File: config.mk
export PLATFORM = sky130hd
export DESIGN_NAME = rcs_status_reg
export DESIGN_NICKNAME = d
export VERILOG_FILES = /design/src/rtl/rcs_pkg.sv /design/src/rtl/rcs_env_latch.sv /design/src/rtl/rcs_sticky_flag.sv /design/src/rtl/rcs_read_port.sv /design/src/rtl/rcs_status_reg.sv
export SDC_FILE = /design/constraint.sdc
export NUM_CORES = 1
export LEC_CHECK = 0
export BUFFER_PORTS_ARGS = -buffer_cell sky130_fd_sc_hd__buf_2
export CAP_MARGIN = 20
export CORE_UTILIZATION = 30
export DETAILED_ROUTE_END_ITERATION = 8
export HOLD_SLACK_MARGIN = 0.05
export PLACE_DENSITY = 0.66
export SLEW_MARGIN = 20
export SYNTH_ARGS = -nofsm -noshare
export SYNTH_HDL_FRONTEND = slang
export SYNTH_SLANG_ARGS = --single-unit
File: constraint.sdc
create_clock -name clk -period 1.5 [get_ports clk]
set_clock_uncertainty 0.05 [all_clocks]
set_input_delay 0.225 -clock clk [delete_from_list [all_inputs] [get_ports clk]]
set_output_delay 0.225 -clock clk [all_outputs]
set_load 0.01 [all_outputs]
File: src/rtl/rcs_pkg.sv
package rcs_pkg;
  localparam int DATA_W    = 8;
  localparam int ENV_W     = 3;
  localparam int WDT_BIT   = 6;
  localparam int NFLAG     = 2;
  localparam int FLAG_WDT  = 0;
  localparam int FLAG_ISP  = 1;

  typedef struct packed {
    logic             isp_seen;
    logic             wdt_seen;
    logic             rsv;
    logic             dflash_busy;
    logic             flash_busy;
    logic [ENV_W-1:0] env;
  } status_t;

  localparam logic [DATA_W-1:0] WDT_MASK = DATA_W'(1) << WDT_BIT;
endpackage

File: src/rtl/rcs_env_latch.sv
module rcs_env_latch #(
  parameter int W = 3
) (
  input  logic         clk,
  input  logic         rst,
  input  logic         ext_pulse,
  input  logic [W-1:0] pins,
  output logic [W-1:0] env_q
);
  always_ff @(posedge clk) begin
    if (rst || ext_pulse) env_q <= pins;
  end
endmodule

File: src/rtl/rcs_sticky_flag.sv
module rcs_sticky_flag (
  input  logic clk,
  input  logic hard_clr,
  input  logic set_pulse,
  input  logic soft_clr,
  output logic flag
);
  always_ff @(posedge clk) begin
    if (hard_clr)       flag <= 1'b0;
    else if (set_pulse) flag <= 1'b1;
    else if (soft_clr)  flag <= 1'b0;
  end
endmodule

File: src/rtl/rcs_read_port.sv
module rcs_read_port
  import rcs_pkg::*;
(
  input  logic              clk,
  input  logic              rst,
  input  logic              rd_hit,
  input  status_t           stat,
  output logic [DATA_W-1:0] rdata
);
  always_ff @(posedge clk) begin
    if (rst)         rdata <= '0;
    else if (rd_hit) rdata <= stat;
    else             rdata <= '0;
  end
endmodule

File: src/rtl/rcs_status_reg.sv
module rcs_status_reg
  import rcs_pkg::*;
#(
  parameter int                 ADDR_W   = 8,
  parameter logic [ADDR_W-1:0]  REG_ADDR = 8'h30
) (
  input  logic              clk,
  input  logic              rst,
  input  logic [ADDR_W-1:0] bus_addr,
  input  logic              bus_wr,
  input  logic              bus_rd,
  input  logic [DATA_W-1:0] bus_wdata,
  output logic [DATA_W-1:0] bus_rdata,
  input  logic              ext_rst_pulse,
  input  logic              wdt_rst_pulse,
  input  logic              isp_rst_pulse,
  input  logic              clr_rst_pulse,
  input  logic [ENV_W-1:0]  env_pins,
  input  logic              flash_busy,
  input  logic              dflash_busy
);
  logic             addr_hit, wr_hit, rd_hit, hard_clr, wdt_w1c;
  logic [ENV_W-1:0] env_q;
  logic [NFLAG-1:0] flag_set, flag_soft, flag_q;
  logic             wdt_flag, isp_flag;
  status_t          stat;

  assign addr_hit = (bus_addr == REG_ADDR);
  assign wr_hit   = bus_wr && addr_hit;
  assign rd_hit   = bus_rd && addr_hit;
  assign hard_clr = rst || ext_rst_pulse;
  assign wdt_w1c  = wr_hit && ((bus_wdata & WDT_MASK) != '0);

  assign flag_set[FLAG_WDT]  = wdt_rst_pulse;
  assign flag_soft[FLAG_WDT] = wdt_w1c;
  assign flag_set[FLAG_ISP]  = isp_rst_pulse;
  assign flag_soft[FLAG_ISP] = clr_rst_pulse;

  rcs_env_latch #(.W(ENV_W)) u_env (
    .clk(clk), .rst(rst), .ext_pulse(ext_rst_pulse),
    .pins(env_pins), .env_q(env_q)
  );

  for (genvar g = 0; g < NFLAG; g++) begin : g_flag
    rcs_sticky_flag u_flag (
      .clk(clk), .hard_clr(hard_clr), .set_pulse(flag_set[g]),
      .soft_clr(flag_soft[g]), .flag(flag_q[g])
    );
  end

  assign wdt_flag = flag_q[FLAG_WDT];
  assign isp_flag = flag_q[FLAG_ISP];

  always_comb begin
    stat             = '0;
    stat.isp_seen    = isp_flag;
    stat.wdt_seen    = wdt_flag;
    stat.dflash_busy = dflash_busy;
    stat.flash_busy  = flash_busy;
    stat.env         = env_q;
  end

  rcs_read_port u_rd (
    .clk(clk), .rst(rst), .rd_hit(rd_hit), .stat(stat), .rdata(bus_rdata)
  );
endmodule

==> run metrics, run 1 <==
status=finished clean; worst endpoint required time=1660 ps; crit start category=primary input; largest net degree at the start of global routing=8; maximum buffer depth of the clock tree=2; vias in the first global route=282; TNS Setup=0 ps; final setup margin=280 ps; DP Area=571 sq um; antenna violations before repair=0; crit end category=register; unrepaired setup endpoints after global routing=no; DRT Wirelength=664 um; drt first pass iters=1; via count=340; Final #Nets=96; grt ovf=0; Worst Path Arrival=1380 ps; LEAKAGE=0.306 nW; register area share after synthesis=64.5%; period utilisation layout=81.4%; clk root buf=clkbuf_4; ant diodes=0; synth unique cells=16; Syn-to-layout area delta=44.8%; Syn Nets=64; wire per inst=8.20 um; Ys Warns=0; Tmin final=1220 ps; antenna-violating nets left=0; CP max FO=7; core box area=1300 sq um; setup violators final=0; CTS Hold Bufs=0; H-tree Lvls=1; Clk Latency, worst-skew pair=270 ps; Post-CTS Resized=0; starting density of the core=32.2%; critical path class=in2reg; Max VDD drop=460 uV; Post-Syn Area=419 sq um; DRC=0; row cnt=13; Num CTS Buffers=3; Fin. Hold Viols=0; number of synthesized register bits=12; die width=39.4 um; first-pass GRT wire length=1060 um; clk sinks=12; DP Cell Count=77; setup repair bufs after CTS=0; IO Count=37; most frequent cells in the layout=buf_2, dfxtp_1, and2_1; Place WS=-27.9 ps; final core occ=46.6%; Fmax=0.819 GHz; non-filler cells in the finished layout=81; CTS tree=done; Pwr Density=1050 nW/um^2; routability congestion estimate=0.586; cell count after synthesis=35; Vias/cell=4.20; Design Power=0.636 mW; Die Y=39.4 um; Avg Cell Area, Syn=12.0 sq um; design area=607 sq um; initial DRC count=0; input/output buffers=28; MaxCap Viol Count=0; Hold Crit Class=in2reg; most common cell after layout, fill and taps aside=buf_2; Hold Slack=78.4 ps; layout cells sized above 1=53.0%; GRT Overall Usage=11.1%; die area=1550 sq um; Slew Limit Fails=0; Clock transition at path regs=70 ps
synthesized netlist by cell type (all sizes together):
cell type	count	area, sq um
dfxtp	9	180
nor3	1	5.00
a21oi	1	5.00
nand2b	1	6.26
and2	7	43.8
or2	2	15.0
edfxtp	3	90.1
nor4	1	21.3
nor2	3	11.3
or4	1	11.3
nand2	2	7.51
a211oi	1	7.51
conb	1	3.75
inv	1	3.75
buf	1	7.51
worst paths after layout:
kind,from,endpoint,slack (ps),depth (start not counted)
setup / recovery,bus_addr[7],u_rd.rdata[3],280,4
hold / removal,env_pins[2],u_env.env_q[2],80,1
setup reg to reg,g_flag[0].u_flag.flag,g_flag[0].u_flag.flag,810,2
hold reg to reg,u_env.env_q[0],u_rd.rdata[0],390,1
area by class of cell:
cell class                      count  area, sq um
Clock buffer                        4         36.3
Fill cell                         144          694
Inverter                            1         3.75
Multi-Input combinational cell     21          138
Sequential cell                    12          270
Tap cell                           15         18.8
Timing Repair Buffer               28          140
critical path, cell delays in order:
cell and delay [ps]:
buf_2 90, or4_4 550, nor4_4 340, and2_1 170
registers in the layout, summed over array words and instances (netlist names):
| register | flops |
|---|---|
| g_flag.u_flag.flag | 2 |
| u_env.env_q | 3 |
| u_rd.rdata | 7 |
per-layer routing:
layer	up-vias	routed length [um]	global-route usage [%]	part of all wire (%)
met2	20	346	18.8	52
met3	3	71	6.82	11
met1	143	235	9.47	35
met5	-	0	0	0
met4	0	11	7.76	1.7
li1	174	-	-	-
kinds of logic after synthesis:
kind of cell,after synthesis,synth area share [%]
simple gates,18,29.0
other cells,1,0.895
flops,12,64.5
buf+inv,2,2.69
compound gates,2,2.98
power by group:
group | internal [mW] | switching [mW] | total, mW
logic | 0.0260 | 0.0178 | 0.0438
clock network | 0.147 | 0.101 | 0.249
registers | 0.342 | 0.00230 | 0.344
Power figures use the tool's default switching activity.
==> run 2: changes to the inputs <==
--- a/config.mk
+++ b/config.mk
@@ -10,7 +10,7 @@
 export CORE_UTILIZATION = 30
 export DETAILED_ROUTE_END_ITERATION = 8
 export HOLD_SLACK_MARGIN = 0.05
-export PLACE_DENSITY = 0.66
+export PLACE_DENSITY = 0.69
 export SLEW_MARGIN = 20
 export SYNTH_ARGS = -nofsm -noshare
 export SYNTH_HDL_FRONTEND = slang
==> constraint.sdc (replaced) <==
create_clock -name clk -period 1.1 [get_ports clk]
set_clock_uncertainty 0.05 [all_clocks]
set_input_delay 0.165 -clock clk [delete_from_list [all_inputs] [get_ports clk]]
set_output_delay 0.165 -clock clk [all_outputs]
set_load 0.01 [all_outputs]
==> run 2 against run 1 <==
Compared with the run above:
- the flow now finishes with violations (negative setup slack)
- register-to-register slack got worse by 400 ps
- final cell count increased by 7.4%
- worst hold slack improved by 38 ps
- setup slack got worse by 320 ps
- via count increased by 9.4%
- combinational power increased by 80%
- sequential power increased by 36%
- clock-buffer cell count unchanged
==> run metrics, run 2 (synthesis gave the netlist of run 1 again) <==
Clk Latency, worst-skew pair=270 ps; Final #Nets=102; antenna-violating nets left=0; worst endpoint required time=1280 ps; IO Count=37; initial DRC count=4; layout cells sized above 1=48.6%; Hold Path Cell Cnt=3; CP max FO=7; period utilisation layout=104%; setup violators final=7; core box area=1300 sq um; CTS tree=done; Slew Limit Fails=0; vias in the first global route=338; leading registers by flop count=u_rd.rdata: 7 flops, u_env.env_q: 3 flops, g_flag.u_flag.flag: 2 flops; routability congestion estimate=0.634; unrepaired setup endpoints after global routing=yes; grt ovf=0; most common cell after layout, fill and taps aside=buf_2; failing checks=negative setup slack; wire per inst=9.18 um; Syn-to-layout area delta=60.6%; antenna violations before repair=0; Fmax=0.875 GHz; largest net degree at the start of global routing=8; clk root buf=clkbuf_4; status=finished with violations; starting density of the core=32.2%; drt first pass iters=2; Pwr Density=1340 nW/um^2; Worst Path Arrival=1320 ps; crit start category=primary input; Biggest register=u_rd.rdata; GRT Overall Usage=14.4%; R2R depth=2; Die Y=39.4 um; DRC=0; Detailed Place HPWL=510 um; Vias/cell=4.28; row cnt=13; Hold Slack=116 ps; crit end category=register; clk sinks=12; die width=39.4 um; maximum buffer depth of the clock tree=2; Clock transition at path regs=80 ps; Num CTS Buffers=3; number of flip-flops in the largest register=7; first-pass GRT wire length=1280 um; final setup margin=-42.5 ps; via count=372; die area=1550 sq um; LEAKAGE=0.333 nW; Hold Crit Class=in2reg; Max VDD drop=724 uV; Tmin final=1140 ps; input/output buffers=28; DRT Wirelength=799 um; MaxCap Viol Count=0; most frequent cells in the layout=buf_2, dfxtp_1, and2_1; H-tree Lvls=1; Fin. Hold Viols=0; critical path class=in2reg; DP Area=571 sq um; ant diodes=0; design area=673 sq um
## run 2: final cells by class
class	instances	area [sq um]
clock buffers	4	36.3
fillers	127	628
inverters	1	3.75
well taps	15	18.8
repair buffers	34	206
flip-flops and latches	12	270
multi-input cells	21	138
## run 2: worst max-delay path, stage by stage
cell and delay [ps]:
buf_6 90, or4_4 540, nor4_4 340, and2_1 180
## run 2: report_power, final
part	total, mW	switching [mW]	internal [mW]
clock	0.354	0.152	0.201
sequential	0.469	0.00325	0.466
combinational	0.0790	0.0276	0.0514
## run 2: what timing repair did
| item | 4_1_cts | 5_1_grt |
|---|---|---|
| hold buffers | 6 | 0 |
| hold endpoints to repair | 6 | 0 |
| pin swaps | 3 | 3 |
| resized for setup | 1 | 0 |
| buffers inserted | 0 | 0 |
| gates cloned | 0 | 0 |
| endpoints found under the setup margin | 7 | 7 |
## run 2: routing by layer
metal | GRT usage, % | part of all wire [%] | vias up
met4 | 7.76 | 2.4 | 0
met1 | 11.6 | 35 | 159
met5 | 0 | 0 | -
met2 | 25.0 | 52 | 23
met3 | 10.2 | 10 | 3
li1 | - | - | 187
## run 2: through the flow
step	std cells	power, mW	worst slack, ps	TNS [ps]	util, %
6_report	87	0.902	-42.5	-242	51.7
5_1_grt	87	0.954	-77.1	-454	51.7
4_1_cts	87	0.909	-54.0	-335	51.7
3_5_place_dp	77	0.540	-359	-2570	43.8
3_3_place_gp	77	0.537	-330	-2410	43.8
2_1_floorplan	35	0.503	-142	-996	-
## run 2: final timing paths
check / start / endpoint / slack (ps)
worst min-delay path: wdt_rst_pulse / g_flag[0].u_flag.flag / 120
worst max register to register: g_flag[0].u_flag.flag / g_flag[0].u_flag.flag / 410
worst min register to register: u_env.env_q[1] / u_rd.rdata[1] / 400
worst max-delay path: bus_addr[7] / u_rd.rdata[2] / -40
==> run 3: changes to the inputs <==
--- a/config.mk
+++ b/config.mk
@@ -7,10 +7,10 @@
 export LEC_CHECK = 0
 export BUFFER_PORTS_ARGS = -buffer_cell sky130_fd_sc_hd__buf_2
 export CAP_MARGIN = 20
-export CORE_UTILIZATION = 30
+export CORE_UTILIZATION = 31
 export DETAILED_ROUTE_END_ITERATION = 8
 export HOLD_SLACK_MARGIN = 0.05
-export PLACE_DENSITY = 0.69
+export PLACE_DENSITY = 0.71
 export SLEW_MARGIN = 20
 export SYNTH_ARGS = -nofsm -noshare
 export SYNTH_HDL_FRONTEND = slang
==> run 3 against run 2 <==
Compared with the run above:
- sequential share of layout area up 1.3 points
- design area shrank 3.2%
- setup slack worse by 6.1 ps
- the flow still finishes with violations (negative setup slack)
- sequential cell count stayed put
- combinational power down 7.2%
- sequential power about the same
- global-route usage down 1.1 points
- wire length is 6.0% lower
- final cell count decreased by 3.4%
- die area shrank 3.1%
- worst hold slack got worse by 64 ps
- first-iteration DRC count fell by 75%
==> run metrics, run 3 (synthesis gave the netlist of run 1 again) <==
status=finished with violations; failing checks=negative setup slack; input/output buffers=28; Clk Latency, worst-skew pair=260 ps; TNS Setup=-296 ps; setup repair bufs after CTS=0; gr busiest metal=met2; GRT Overall Usage=13.3%; Vias/cell=4.24; setup violators final=7; initial DRC count=1; Max VDD drop=610 uV; Hold Path Cell Cnt=3; DRC=0; CP max FO=7; maximum buffer depth of the clock tree=2; first-pass GRT wire length=1320 um; Final #Nets=100; Clock Power Share=38.4%; Syn-to-layout area delta=55.5%; Slew Limit Fails=0; die width=38.8 um; Fmax=0.871 GHz; routability congestion estimate=0.645; Fin. Hold Viols=0; Hold Crit Class=in2reg; DRT Wirelength=751 um; Clock transition at path regs=80 ps; core box area=1190 sq um; LEAKAGE=0.325 nW; grt ovf=0; period utilisation layout=104%; clk sinks=12; combinational share of power=8.3%; switching power share of the total=19.0%; Worst Path Arrival=1310 ps; H-tree Lvls=1; layout cells sized above 1=50.0%; antenna-violating nets left=0; flop-to-flop setup slack=400 ps; number of flip-flops in the largest register=7; unrepaired setup endpoints after global routing=yes; met1 Use GR=13.3%; met2 usage=22.9%; starting density of the core=35.3%; critical path class=in2reg; drt first pass iters=2; Int Power=0.713 mW; Biggest register=u_rd.rdata; worst endpoint required time=1260 ps; IO Count=37; Die Y=38.8 um; wire per inst=8.94 um; P_sw=0.167 mW; clk root buf=clkbuf_4; row cnt=12; met3 track demand over resource=5.20%; Pwr Density=1350 nW/um^2; Tmin final=1150 ps; CTS tree=done; ant diodes=0; most frequent cells in the layout=buf_2, dfxtp_1, and2_1; antenna violations before repair=0; via count=356; Hold Slack=52.3 ps; Num CTS Buffers=3; sequential share of power=53.3%; die area=1500 sq um; leading registers by flop count=u_rd.rdata: 7 flops, u_env.env_q: 3 flops, g_flag.u_flag.flag: 2 flops; crit start category=primary input; crit end category=register; R2R depth=2; vias in the first global route=359; MaxCap Viol Count=0; final setup margin=-48.6 ps; Detailed Place HPWL=561 um; most common cell after layout, fill and taps aside=buf_2; largest net degree at the start of global routing=8
-- run 3: layout make-up --
cell class                 instances  area (sq um)
clock buffer                       4          36.3
sequential                        12           270
timing repair buffer              32           186
multi-input combinational         21           138
inverter                           1          3.75
tap                               14          17.5
fill                             109           534
-- run 3: per-layer routing --
metal / wire (um) / vias up / part of all wire, %
li1: - / 182 / -
met2: 367 / 23 / 49
met3: 57 / 2 / 7.6
met4: 6 / 0 / 0.80
met1: 321 / 149 / 43
met5: 0 / - / 0
-- run 3: what timing repair did --
action / in CTS / in global routing
endpoints found under the setup margin: 7 / 7
hold endpoints to repair: 3 / 1
hold buffers: 3 / 1
pin swaps: 6 / 3
gates resized for setup: 1 / 0
-- run 3: path summary, 6_finish.rpt --
path / start / endpoint
max: bus_addr[7] / u_rd.rdata[4]
min: isp_rst_pulse / g_flag[1].u_flag.flag
max reg2reg: g_flag[0].u_flag.flag / g_flag[0].u_flag.flag
min reg2reg: u_env.env_q[1] / u_rd.rdata[1]
-- run 3: worst max-delay path, stage by stage --
cell    delay, ps
buf_6          90
or4_4         540
nor4_4        340
and2_1        180
-- run 3: metrics by stage --
stage	power, mW	instances	area, sq um	utilization, %	worst slack (ps)
floorplan	0.503	35	419	-	-142
global placement	0.538	76	569	48.0	-317
detailed placement	0.540	76	569	48.0	-360
CTS	0.884	83	642	54.1	-73.1
global route	0.941	84	652	55.0	-102
finish	0.881	84	652	55.0	-48.6
-- run 3: power by group through the flow --
stage / Sequential (mW) / Combinational [mW] / Clock [mW]
after global placement: 0.479 / 0.0592 / 0
after global routing: 0.472 / 0.0808 / 0.388
final: 0.470 / 0.0733 / 0.338
after CTS: 0.469 / 0.0706 / 0.344
after floorplan: 0.478 / 0.0245 / 0
after detailed placement: 0.480 / 0.0602 / 0
